==> src/rtl/audio_fifo_pkg.sv <==
package audio_fifo_pkg;
  typedef enum logic [2:0] {
    SEL_CTRL = 3'd0,
    SEL_STAT = 3'd1,
    SEL_TXD  = 3'd2,
    SEL_RXD  = 3'd3,
    SEL_THR  = 3'd4
  } reg_sel_e;

  localparam int CTL_RX_RST = 0;
  localparam int CTL_TX_RST = 1;
  localparam int CTL_RX_IE  = 2;
  localparam int CTL_TX_IE  = 3;
  localparam int CTL_SOFT   = 16;
  localparam int CTL_ACLK   = 31;
  localparam logic [31:0] CTL_MASK = 32'h8001_000F;

  localparam int ST_RX_REQ = 0;
  localparam int ST_RX_UDR = 4;
  localparam int ST_RX_CNT = 8;
  localparam int ST_TX_REQ = 16;
  localparam int ST_TX_OVR = 20;
  localparam int ST_TX_CNT = 24;

  localparam int TH_RX = 0;
  localparam int TH_TX = 8;
endpackage

==> src/rtl/afifo_mem.sv <==
module afifo_mem #(
  parameter  int DEPTH = 32,
  parameter  int WIDTH = 32,
  localparam int AW    = $clog2(DEPTH),
  localparam int CW    = AW + 1
) (
  input  logic             clk_i,
  input  logic             rst_ni,
  input  logic             flush_i,
  input  logic             push_i,
  input  logic [WIDTH-1:0] wdata_i,
  input  logic             pop_i,
  output logic [WIDTH-1:0] rdata_o,
  output logic [CW-1:0]    count_o,
  output logic             full_o,
  output logic             empty_o
);
  logic [WIDTH-1:0] mem_q [DEPTH];
  logic [AW-1:0]    wp_q, rp_q;
  logic [CW-1:0]    cnt_q;
  logic             do_push, do_pop;

  assign full_o  = (cnt_q == CW'(DEPTH));
  assign empty_o = (cnt_q == '0);
  assign do_push = push_i & ~full_o & ~flush_i;
  assign do_pop  = pop_i & ~empty_o & ~flush_i;

  always_ff @(posedge clk_i or negedge rst_ni) begin
    if (!rst_ni) begin
      wp_q  <= '0;
      rp_q  <= '0;
      cnt_q <= '0;
    end else if (flush_i) begin
      wp_q  <= '0;
      rp_q  <= '0;
      cnt_q <= '0;
    end else begin
      if (do_push) wp_q <= wp_q + 1'b1;
      if (do_pop)  rp_q <= rp_q + 1'b1;
      case ({do_push, do_pop})
        2'b10:   cnt_q <= cnt_q + 1'b1;
        2'b01:   cnt_q <= cnt_q - 1'b1;
        default: cnt_q <= cnt_q;
      endcase
    end
  end

  always_ff @(posedge clk_i) begin
    if (do_push) mem_q[wp_q] <= wdata_i;
  end

  assign rdata_o = mem_q[rp_q];
  assign count_o = cnt_q;
endmodule

==> src/rtl/afifo_level.sv <==
module afifo_level #(
  parameter  int DEPTH     = 32,
  parameter  bit FREE_MODE = 1'b0,
  localparam int TW        = $clog2(DEPTH),
  localparam int CW        = TW + 1
) (
  input  logic [CW-1:0] count_i,
  input  logic [TW-1:0] thr_i,
  output logic          hit_o
);
  logic [CW-1:0] level;

  generate
    if (FREE_MODE) begin : g_free
      assign level = CW'(DEPTH) - count_i;
    end else begin : g_used
      assign level = count_i;
    end
  endgenerate

  assign hit_o = level > {1'b0, thr_i};
endmodule

==> src/rtl/afifo_sticky.sv <==
module afifo_sticky (
  input  logic clk_i,
  input  logic rst_ni,
  input  logic flush_i,
  input  logic set_i,
  input  logic clr_i,
  output logic flag_o
);
  logic q;

  always_ff @(posedge clk_i or negedge rst_ni) begin
    if (!rst_ni)      q <= 1'b0;
    else if (flush_i) q <= 1'b0;
    else              q <= (q & ~clr_i) | set_i;
  end

  assign flag_o = q;
endmodule

==> src/rtl/audio_sample_fifo.sv <==
module audio_sample_fifo
  import audio_fifo_pkg::*;
#(
  parameter  int DEPTH = 32,
  parameter  int DW    = 32,
  localparam int TW    = $clog2(DEPTH),
  localparam int CW    = TW + 1
) (
  input  logic          clk_i,
  input  logic          rst_ni,
  input  logic [2:0]    reg_addr_i,
  input  logic          reg_wr_i,
  input  logic          reg_rd_i,
  input  logic [31:0]   reg_wdata_i,
  output logic [31:0]   reg_rdata_o,
  input  logic          tx_pop_i,
  output logic [DW-1:0] tx_data_o,
  output logic          tx_valid_o,
  input  logic          rx_push_i,
  input  logic [DW-1:0] rx_data_i,
  output logic          rx_space_o,
  output logic          tx_req_o,
  output logic          rx_req_o,
  output logic          tx_irq_o,
  output logic          rx_irq_o,
  output logic          tx_ovr_o,
  output logic          rx_udr_o,
  output logic          aclk_en_o
);
  logic [31:0]   ctrl_q;
  logic [TW-1:0] tx_thr_q, rx_thr_q;
  logic [CW-1:0] tx_cnt, rx_cnt;
  logic [DW-1:0] rx_head;
  logic          tx_full, tx_empty, rx_full, rx_empty;
  logic          tx_flush, rx_flush, soft_rst;
  logic          wr_ctrl, wr_stat, wr_txd, wr_thr, rd_rxd;
  logic          tx_hit, rx_hit;
  logic [31:0]   stat_w, thr_w;

  assign wr_ctrl = reg_wr_i & (reg_addr_i == SEL_CTRL);
  assign wr_stat = reg_wr_i & (reg_addr_i == SEL_STAT);
  assign wr_txd  = reg_wr_i & (reg_addr_i == SEL_TXD);
  assign wr_thr  = reg_wr_i & (reg_addr_i == SEL_THR);
  assign rd_rxd  = reg_rd_i & (reg_addr_i == SEL_RXD);

  always_ff @(posedge clk_i or negedge rst_ni) begin
    if (!rst_ni) begin
      ctrl_q   <= '0;
      tx_thr_q <= '0;
      rx_thr_q <= '0;
    end else begin
      if (wr_ctrl) ctrl_q <= reg_wdata_i & CTL_MASK;
      if (wr_thr) begin
        tx_thr_q <= reg_wdata_i[TH_TX +: TW];
        rx_thr_q <= reg_wdata_i[TH_RX +: TW];
      end
    end
  end

  assign soft_rst = ctrl_q[CTL_SOFT];
  assign tx_flush = ctrl_q[CTL_TX_RST] | soft_rst;
  assign rx_flush = ctrl_q[CTL_RX_RST] | soft_rst;

  afifo_mem #(.DEPTH(DEPTH), .WIDTH(DW)) u_tx_mem (
    .clk_i   (clk_i),
    .rst_ni  (rst_ni),
    .flush_i (tx_flush),
    .push_i  (wr_txd),
    .wdata_i (reg_wdata_i[DW-1:0]),
    .pop_i   (tx_pop_i),
    .rdata_o (tx_data_o),
    .count_o (tx_cnt),
    .full_o  (tx_full),
    .empty_o (tx_empty)
  );

  afifo_mem #(.DEPTH(DEPTH), .WIDTH(DW)) u_rx_mem (
    .clk_i   (clk_i),
    .rst_ni  (rst_ni),
    .flush_i (rx_flush),
    .push_i  (rx_push_i),
    .wdata_i (rx_data_i),
    .pop_i   (rd_rxd),
    .rdata_o (rx_head),
    .count_o (rx_cnt),
    .full_o  (rx_full),
    .empty_o (rx_empty)
  );

  afifo_level #(.DEPTH(DEPTH), .FREE_MODE(1'b1)) u_tx_lvl (
    .count_i (tx_cnt),
    .thr_i   (tx_thr_q),
    .hit_o   (tx_hit)
  );

  afifo_level #(.DEPTH(DEPTH), .FREE_MODE(1'b0)) u_rx_lvl (
    .count_i (rx_cnt),
    .thr_i   (rx_thr_q),
    .hit_o   (rx_hit)
  );

  afifo_sticky u_tx_req (
    .clk_i   (clk_i),
    .rst_ni  (rst_ni),
    .flush_i (soft_rst),
    .set_i   (tx_hit),
    .clr_i   (wr_stat & ~reg_wdata_i[ST_TX_REQ]),
    .flag_o  (tx_req_o)
  );

  afifo_sticky u_rx_req (
    .clk_i   (clk_i),
    .rst_ni  (rst_ni),
    .flush_i (soft_rst),
    .set_i   (rx_hit),
    .clr_i   (wr_stat & ~reg_wdata_i[ST_RX_REQ]),
    .flag_o  (rx_req_o)
  );

  afifo_sticky u_tx_ovr (
    .clk_i   (clk_i),
    .rst_ni  (rst_ni),
    .flush_i (soft_rst),
    .set_i   (wr_txd & tx_full & ~tx_flush),
    .clr_i   (wr_stat & ~reg_wdata_i[ST_TX_OVR]),
    .flag_o  (tx_ovr_o)
  );

  afifo_sticky u_rx_udr (
    .clk_i   (clk_i),
    .rst_ni  (rst_ni),
    .flush_i (soft_rst),
    .set_i   (rd_rxd & rx_empty & ~rx_flush),
    .clr_i   (wr_stat & ~reg_wdata_i[ST_RX_UDR]),
    .flag_o  (rx_udr_o)
  );

  always_comb begin
    stat_w = '0;
    stat_w[ST_TX_CNT +: CW] = tx_cnt;
    stat_w[ST_RX_CNT +: CW] = rx_cnt;
    stat_w[ST_TX_REQ] = tx_req_o;
    stat_w[ST_TX_OVR] = tx_ovr_o;
    stat_w[ST_RX_REQ] = rx_req_o;
    stat_w[ST_RX_UDR] = rx_udr_o;
    thr_w = '0;
    thr_w[TH_TX +: TW] = tx_thr_q;
    thr_w[TH_RX +: TW] = rx_thr_q;
  end

  always_comb begin
    case (reg_addr_i)
      SEL_CTRL: reg_rdata_o = ctrl_q;
      SEL_STAT: reg_rdata_o = stat_w;
      SEL_THR:  reg_rdata_o = thr_w;
      SEL_RXD:  reg_rdata_o = rx_empty ? '0 : 32'(rx_head);
      default:  reg_rdata_o = '0;
    endcase
  end

  assign tx_valid_o = ~tx_empty;
  assign rx_space_o = ~rx_full;
  assign tx_irq_o   = tx_req_o & ctrl_q[CTL_TX_IE];
  assign rx_irq_o   = rx_req_o & ctrl_q[CTL_RX_IE];
  assign aclk_en_o  = ctrl_q[CTL_ACLK];
endmodule

==> config.mk <==
export PLATFORM = sky130hd
export DESIGN_NAME = audio_sample_fifo
export DESIGN_NICKNAME = d
export VERILOG_FILES = /design/src/rtl/audio_fifo_pkg.sv /design/src/rtl/afifo_mem.sv /design/src/rtl/afifo_level.sv /design/src/rtl/afifo_sticky.sv /design/src/rtl/audio_sample_fifo.sv
export SDC_FILE = /design/constraint.sdc
export NUM_CORES = 2
export LEC_CHECK = 0
export ABC_AREA = 1
export BUFFER_PORTS_ARGS = -buffer_cell sky130_fd_sc_hd__clkbuf_2
export CORE_MARGIN = 3
export CORE_UTILIZATION = 32
export DETAILED_ROUTE_END_ITERATION = 7
export PLACE_DENSITY = 0.49
export SLEW_MARGIN = 10
export SYNTH_ARGS = -nofsm -noshare
export SYNTH_HDL_FRONTEND = slang
export SYNTH_SLANG_ARGS = --single-unit
==> constraint.sdc <==
create_clock -name clk_i -period 3.7 [get_ports clk_i]
set_input_delay 0.185 -clock clk_i [delete_from_list [all_inputs] [get_ports clk_i]]
set_output_delay 0.185 -clock clk_i [all_outputs]
set_load 0.02 [all_outputs]
Yosys cells after proc, flatten, opt, wreduce, memory -nomap -nowiden:

Memory sizes are Yosys's and may differ from the RTL's.
Cells that the tools add are included.

* reductions and logical operators: 9
* equal/unequal tests: 10
* mux-type cells: 22
* $lt $le $gt $ge: 2
* add/subtract/negate cells: 9
* bitwise logic cells: 47

Operators by type and width (number)
* $pmux W32 S4: 1
* $mux W5: 8
* $mux W32: 1
* $and A1 B1 Y1: 27
* $pmux W6 S2: 2
* $add A5 B1 Y5 const B: 4
* $not A1 Y1: 14
* $add A6 B1 Y6 const B: 2
* $eq A6 B6 Y1 const B: 2
* $gt A6 B5 Y1: 2
* $logic_not A6 Y1: 2
* $mux W6: 2
* $sub A6 B1 Y6 const B: 2
* $mux W1: 8
* $reduce_bool A2 Y1: 4
* $eq A3 B2 Y1 const B: 2
* $or A1 B1 Y1: 6
* $reduce_bool A3 Y1: 2
* $sub A6 B6 Y6 const A: 1
* $eq A2 B1 Y1 const B: 2
* $eq A2 B2 Y1 const B: 2
* $eq A3 B1 Y1 const B: 1
* $eq A3 B3 Y1 const B: 1
* $logic_not A3 Y1: 1

* output and inout bits: 73
* bits of input ports: 73
* memories kept: 2
* word-level logic and storage cells: 114
* bits in writable memories: 2048
* register bits after elaboration: 52

Memories
* u_rx_mem.mem_q: depth 32, width 32, rd ports 1, clocked after memory_dff 0, wr ports 1, line afifo_mem.sv:18 `logic [WIDTH-1:0] mem_q [DEPTH];`
* u_tx_mem.mem_q: depth 32, width 32, rd ports 1, clocked after memory_dff 0, wr ports 1, line afifo_mem.sv:18

Logic depth before layout (Yosys ltp):

* depth after elaboration: 7
* gate-level depth with buffers: 20
* gate-level depth less buffers: 20

Cells and area by module:

Synthesis repeated with hierarchy kept, for this count alone.

* cells, all modules: 6992
* area total of the unflattened synthesis: 85366.9 µm²

By module, submodules not included
* afifo_mem: seq. area each 31149.9 µm², times used 2, area an instance 41771.3 µm², cells each 3345
* audio_sample_fifo: seq. area each 400.4 µm², times used 1, area an instance 1252.5 µm², cells each 211
* afifo_level (u_tx_lvl): seq. area each 0.0 µm², times used 1, area an instance 239.0 µm², cells each 43
* afifo_sticky: seq. area each 25.0 µm², times used 4, area an instance 45.0 µm², cells each 5
* afifo_level (u_rx_lvl): seq. area each 0.0 µm², times used 1, area an instance 152.6 µm², cells each 28

Least setup slack after synthesis:

Ideal clock, no wire load.

* path type: register to register
* start point: register u_tx_mem.cnt_q[0] (netlist: u_tx_mem.count_o[0])
* end point: memory u_tx_mem.mem_q[11][0], enable pin
* arrival time: 2.616 ns
* setup slack: 0.663 ns
* data required time: 3.279 ns
* library setup time: 0.421 ns
* cell stages (with the launch flop): 10
* buffers on the path: 0
* period minus slack after synthesis: 3.037 ns
* cells stage by stage: dfrtp_1 -> inv_1 -> ha_1 -> nand3_2 -> nor2_1 -> nand2_1 -> nand2_2 -> inv_4 -> nand2_1 -> nor2_1

* word-level cells in the longest chain between the ends: 6

Ends and longest elaborated chain
* from (decl): line afifo_mem.sv:20 `logic [CW-1:0] cnt_q;`
* from (signal assigned): line afifo_mem.sv:41 `2'b10: cnt_q <= cnt_q + 1'b1;`
* from (signal assigned): line afifo_mem.sv:42 `2'b01: cnt_q <= cnt_q - 1'b1;`
* from (signal assigned): line afifo_mem.sv:43 `default: cnt_q <= cnt_q;`
* $eq A6 B6 Y1: line afifo_mem.sv:23 `assign full_o = (cnt_q == CW'(DEPTH));`
* $not A1 Y1: line afifo_mem.sv:25 `assign do_push = push_i & ~full_o & ~flush_i;`
* $and A1 B1 Y1 (2 in series): line afifo_mem.sv:25
* $mux W1: line afifo_mem.sv:49 `if (do_push) mem_q[wp_q] <= wdata_i;`
* $mux W1 (not written as such): line afifo_mem.sv:49
* to (decl): line afifo_mem.sv:18

Every way passes these cells.

Final worst setup path:

* start point: register u_rx_mem.rp_q[2]
* end point: output reg_rdata_o[9]

* word-level cells in the longest chain between the ends: 3

Ends and longest elaborated chain
* from (decl): line afifo_mem.sv:19 `logic [AW-1:0] wp_q, rp_q;`
* from (signal assigned): line afifo_mem.sv:39 `if (do_pop) rp_q <= rp_q + 1'b1;`
* $mem_v2 Z32 W32
* $mux W32: line audio_sample_fifo.sv:156 `SEL_RXD: reg_rdata_o = rx_empty ? '0 : 32'(rx_head);`
* $pmux W32 S4: line audio_sample_fifo.sv:152 `case (reg_addr_i)`
* to (decl): line audio_sample_fifo.sv:15 `output logic [31:0] reg_rdata_o,`

Every way passes these cells.

==> reports/results.ini <==
[cts]
cts_inserted_buffers = 219
cts-root-buf = sky130_fd_sc_hd__clkbuf_16
clk_latency_ps = 900
tritoncts_clock_tree = built
cts_max_level = 4
cts_sinks = 2100
clock_path_buffers = 3
clk_pin_slew_ps = 60

[synth]
ys_seq_area_share_pct = 75.50
yosys.area.top_type_share_pct = 73.93
netlist_instances = 6244
yosysWarningCount = 0
synth.ff_latch_count = 2100
mappedNetlistArea_sq_um = 83180
synthDominantAreaCellType = sky130_fd_sc_hd__edfxtp_1
top_cells_by_area_synth = sky130_fd_sc_hd__edfxtp_1 (74%), sky130_fd_sc_hd__o21ai_0 (5.9%), sky130_fd_sc_hd__nor2_1 (5.3%), sky130_fd_sc_hd__o22ai_1 (2.3%), sky130_fd_sc_hd__o221ai_1 (1.7%)
yosysUniqueCellTypes = 49
synth.net_count = 6346
post_synthesis_average_cell_area_sq_um = 13.32

[detailed_routing]
drt-wirelength-per-cell_um = 25.46
finalWirelength_um = 256200
vias = 53470
detail_route.iter0.violations = 5548
drt_pass1_iterations = 6
drc_errors = 0
routed_via_density = 5.315
ant_nets = 0

[sta]
worstMarginPinSlew_ps = 1001
rsz0062_at_grt = true
layout_worst_path_cycle_share_pct = 98.32
clock-skew-final_ps = 105.7
number_of_hold_violations_in_the_final_report = 0
final.min_clock_period_ps = 3638
slew_headroom_pct = 32.75
report.final.setup_viol = 0
max_freq_mhz = 274.9
report.final.slew_viol_count = 0
setup_ws_ps = 62.24

[floorplanning]
floorplan.initialDensity_pct = 32.29
design.die.area_sq_um = 266100
chipHeight_um = 515.8
fp.coreArea_sq_um = 257600
io_pins = 146
num_rows = 186
horiz_die_dim_um = 515.8

[setup_path]
worst_path_max_delay_cell = sky130_fd_sc_hd__dfrtp_4
timing.critical_path.required_ps = 3510
timing.reg2reg.worst_path_depth = 19
startpoint = u_rx_mem.rp_q[2]
max_stage_delay_ps = 630
cp_max_fo = 74
timing.critical_path.cells = buf_12 -> o221ai_1 -> nand3_1 -> nand4_1 -> nand3_2 -> nand3_1 -> clkbuf_2
crit_path_start_kind = register
critical-path-top-delay-family = simple AND/OR/NAND/NOR gates
critical_path.endpoint_type = primary output
cp.depth = 7
timing.setup.critical_path_class = register to primary output
worst-path-buf-inv = 2
worst_ep_arrival_time_ps = 3450
worst_r2r_startpoint = u_tx_mem.count_o[0]
critPathMostFrequentCell = sky130_fd_sc_hd__nand3_1

[run]
cap_viol_max_count = 0

[pwr]
power.leakage_nw = 31.47
share_comb_of_total_power_pct = 11.5
switchingPower_mw = 14.04
swShare_pct = 25.80
vdd_drop_max_mv = 0.5311
register_share_of_total_power_pct = 48.7
cellInternalPower_mw = 40.37
clock_power_share_pct = 39.8
p_per_cell_area_nw_per_um2 = 558.9

[global_route]
grt_first_pass_wirelength_um = 366300
antenna_found_initial = 15
grt_max_degree = 130
remaining_global_route_overflow = 0
grt_pass1_vias = 50890
grt_use_total_pct = 18.67

[status]
outcome = completed

[cells_and_area]
post_route_cells_drive_above_1_share_pct = 12.41
most_common_cell_after_layout_fill_and_taps_aside = sky130_fd_sc_hd__edfxtp_1
mostFrequentLayoutCells = sky130_fd_sc_hd__edfxtp_1 (2048), sky130_fd_sc_hd__nor2_1 (1102), sky130_fd_sc_hd__o21ai_0 (980), sky130_fd_sc_hd__nand2_1 (374), sky130_fd_sc_hd__o22ai_1 (312)
final_cell_count_no_fill = 10060
final_net_count = 6585
area.growth.synth_to_final_pct = 17.04
layout.cell_area.non_filler_sq_um = 97360

[worst_hold_path]
hold_path_depth = 1
hold_path_class = primary input to register
timing.hold.worst.start = reg_wdata_i[18]

[placement]
place.gp.congestion = 0.7749
port_buffers = 145
place_hpwl_um = 140900
placed_cell_area_sq_um = 89090
worst_slack_at_placement_ps = 673.1
post-place-cells = 9572

[Yosys cell counts (all sizes together)]
cell type	number
o21ai	1127
ha	28
o211ai	83
a32o	1
nor3	9
o221ai	162
nand3	174
a22o	1
or2	4
inv	112
xor2	4
a21boi	1
mux2	3
fa	1
o22ai	314
a21oi	26
edfxtp	2048
buf	195
xnor2	3
a31oi	9
a211oi	1
a21o	2
nand2	383
and3	5
clkbuf	231
nor3b	1
clkinv	3
nand4	84
nor2	1177
dfrtp	52
[path summary, 6_finish.rpt]
path	end	slack, ps
worst max-delay path	reg_rdata_o[9]	60
worst min-delay path	u_tx_mem.mem_q[23][18]	50
worst max register to register	u_tx_mem.count_o[5]	710
worst min register to register	rx_thr_q[1]	520
max in group asynchronous	rx_thr_q[0]	2720
min in group asynchronous	u_tx_mem.count_o[3]	80
[worst register-to-register path, cell delays in order (launching register included)]
cell and delay (ps):
sky130_fd_sc_hd__dfrtp_1 410, sky130_fd_sc_hd__inv_1 180, sky130_fd_sc_hd__ha_1 230, sky130_fd_sc_hd__nand3_2 100
sky130_fd_sc_hd__nor2_1 170, sky130_fd_sc_hd__nand2_2 80, sky130_fd_sc_hd__nand2_2 110, sky130_fd_sc_hd__nor2_1 90
sky130_fd_sc_hd__nand2_2 110, sky130_fd_sc_hd__inv_1 140, sky130_fd_sc_hd__ha_1 360, sky130_fd_sc_hd__a21o_1 200
sky130_fd_sc_hd__a31oi_1 190, sky130_fd_sc_hd__inv_1 60, sky130_fd_sc_hd__nand2_1 80, sky130_fd_sc_hd__nand2_1 60
sky130_fd_sc_hd__a21oi_1 170, sky130_fd_sc_hd__nand3_1 90, sky130_fd_sc_hd__nand3_1 70, sky130_fd_sc_hd__nand2_1 50
[flip-flops by register name, indices dropped and copies added (netlist names)]
| register | flops |
|---|---|
| u_rx_mem.rp_q | 5 |
| ctrl_q | 6 |
| u_rx_udr.flag_o | 1 |
| u_tx_mem.wp_q | 5 |
| u_tx_req.flag_o | 1 |
| tx_thr_q | 5 |
| u_tx_ovr.flag_o | 1 |
| u_tx_mem.rp_q | 5 |
| u_rx_req.flag_o | 1 |
| rx_thr_q | 5 |
| u_rx_mem.count_o | 6 |
| u_tx_mem.count_o | 6 |
| u_rx_mem.wp_q | 5 |
| u_tx_mem.mem_q | 1024 |
| u_rx_mem.mem_q | 1024 |
[power by group through the flow]
stage | logic, mW | clock network [mW] | registers [mW]
2_1_floorplan | 3.76 | 0 | 26.9
6_report | 6.27 | 21.7 | 26.5
3_3_place_gp | 5.95 | 0 | 27.0
5_1_grt | 6.90 | 23.0 | 26.5
4_1_cts | 6.21 | 22.1 | 26.5
3_5_place_dp | 6.01 | 0 | 27.0
[final cells by class]
type	count	area, sq um
clock buffers	284	5744
repair buffers	443	4204
well taps	3384	4234
fillers	24260	160300
multi-input cells	3603	18440
repair inverters	1	11.26
diodes	11	27.53
inverters	115	530.5
clock inverters	120	1340
flip-flops and latches	2100	62830
[what timing repair did]
action                                  in CTS  in global routing
hold endpoints to repair                  1386                  0
gates cloned                                 3                  5
buffers inserted                             5                  7
hold buffers                                54                  0
endpoints found under the setup margin      55                 43
gates resized for setup                     29                 32
[cell families after synthesis]
| family | count (synthesis) | synth area share [%] |
|---|---|---|
| buffers and inverters | 541 | 3.020 |
| adders and majority gates | 29 | 0.4452 |
| and+or+nand+nor | 1837 | 9.018 |
| DFF | 2100 | 75.50 |
| muxes | 3 | 0.04061 |
| xor gates and xnor gates | 7 | 0.07371 |
| AOI/OAI and AO/OA | 1727 | 11.90 |
[through the flow]
| stage | total power, mW | util (%) | hold WS, ps | setup TNS (ps) |
|---|---|---|---|---|
| floorplan | 30.68 | - | -110.6 | 0 |
| global placement | 32.97 | 34.58 | 383.3 | 0 |
| detailed placement | 33.02 | 34.58 | 391.3 | 0 |
| CTS | 54.79 | 37.66 | 1.865 | -210.5 |
| global route | 56.45 | 37.78 | 47.55 | -65.78 |
| finish | 54.41 | 37.79 | 52.34 | 0 |
[per-layer routing]
| layer | track usage (%) | part of all wire [%] | vias up |
|---|---|---|---|
| li1 | - | - | 23920 |
| met1 | 27.54 | 46 | 27450 |
| met2 | 28.35 | 45 | 1795 |
| met3 | 3.220 | 6.7 | 310 |
| met4 | 4.953 | 2.3 | 8 |
| met5 | 0 | 0.018 | - |
(Power assumes the default switching activity.)
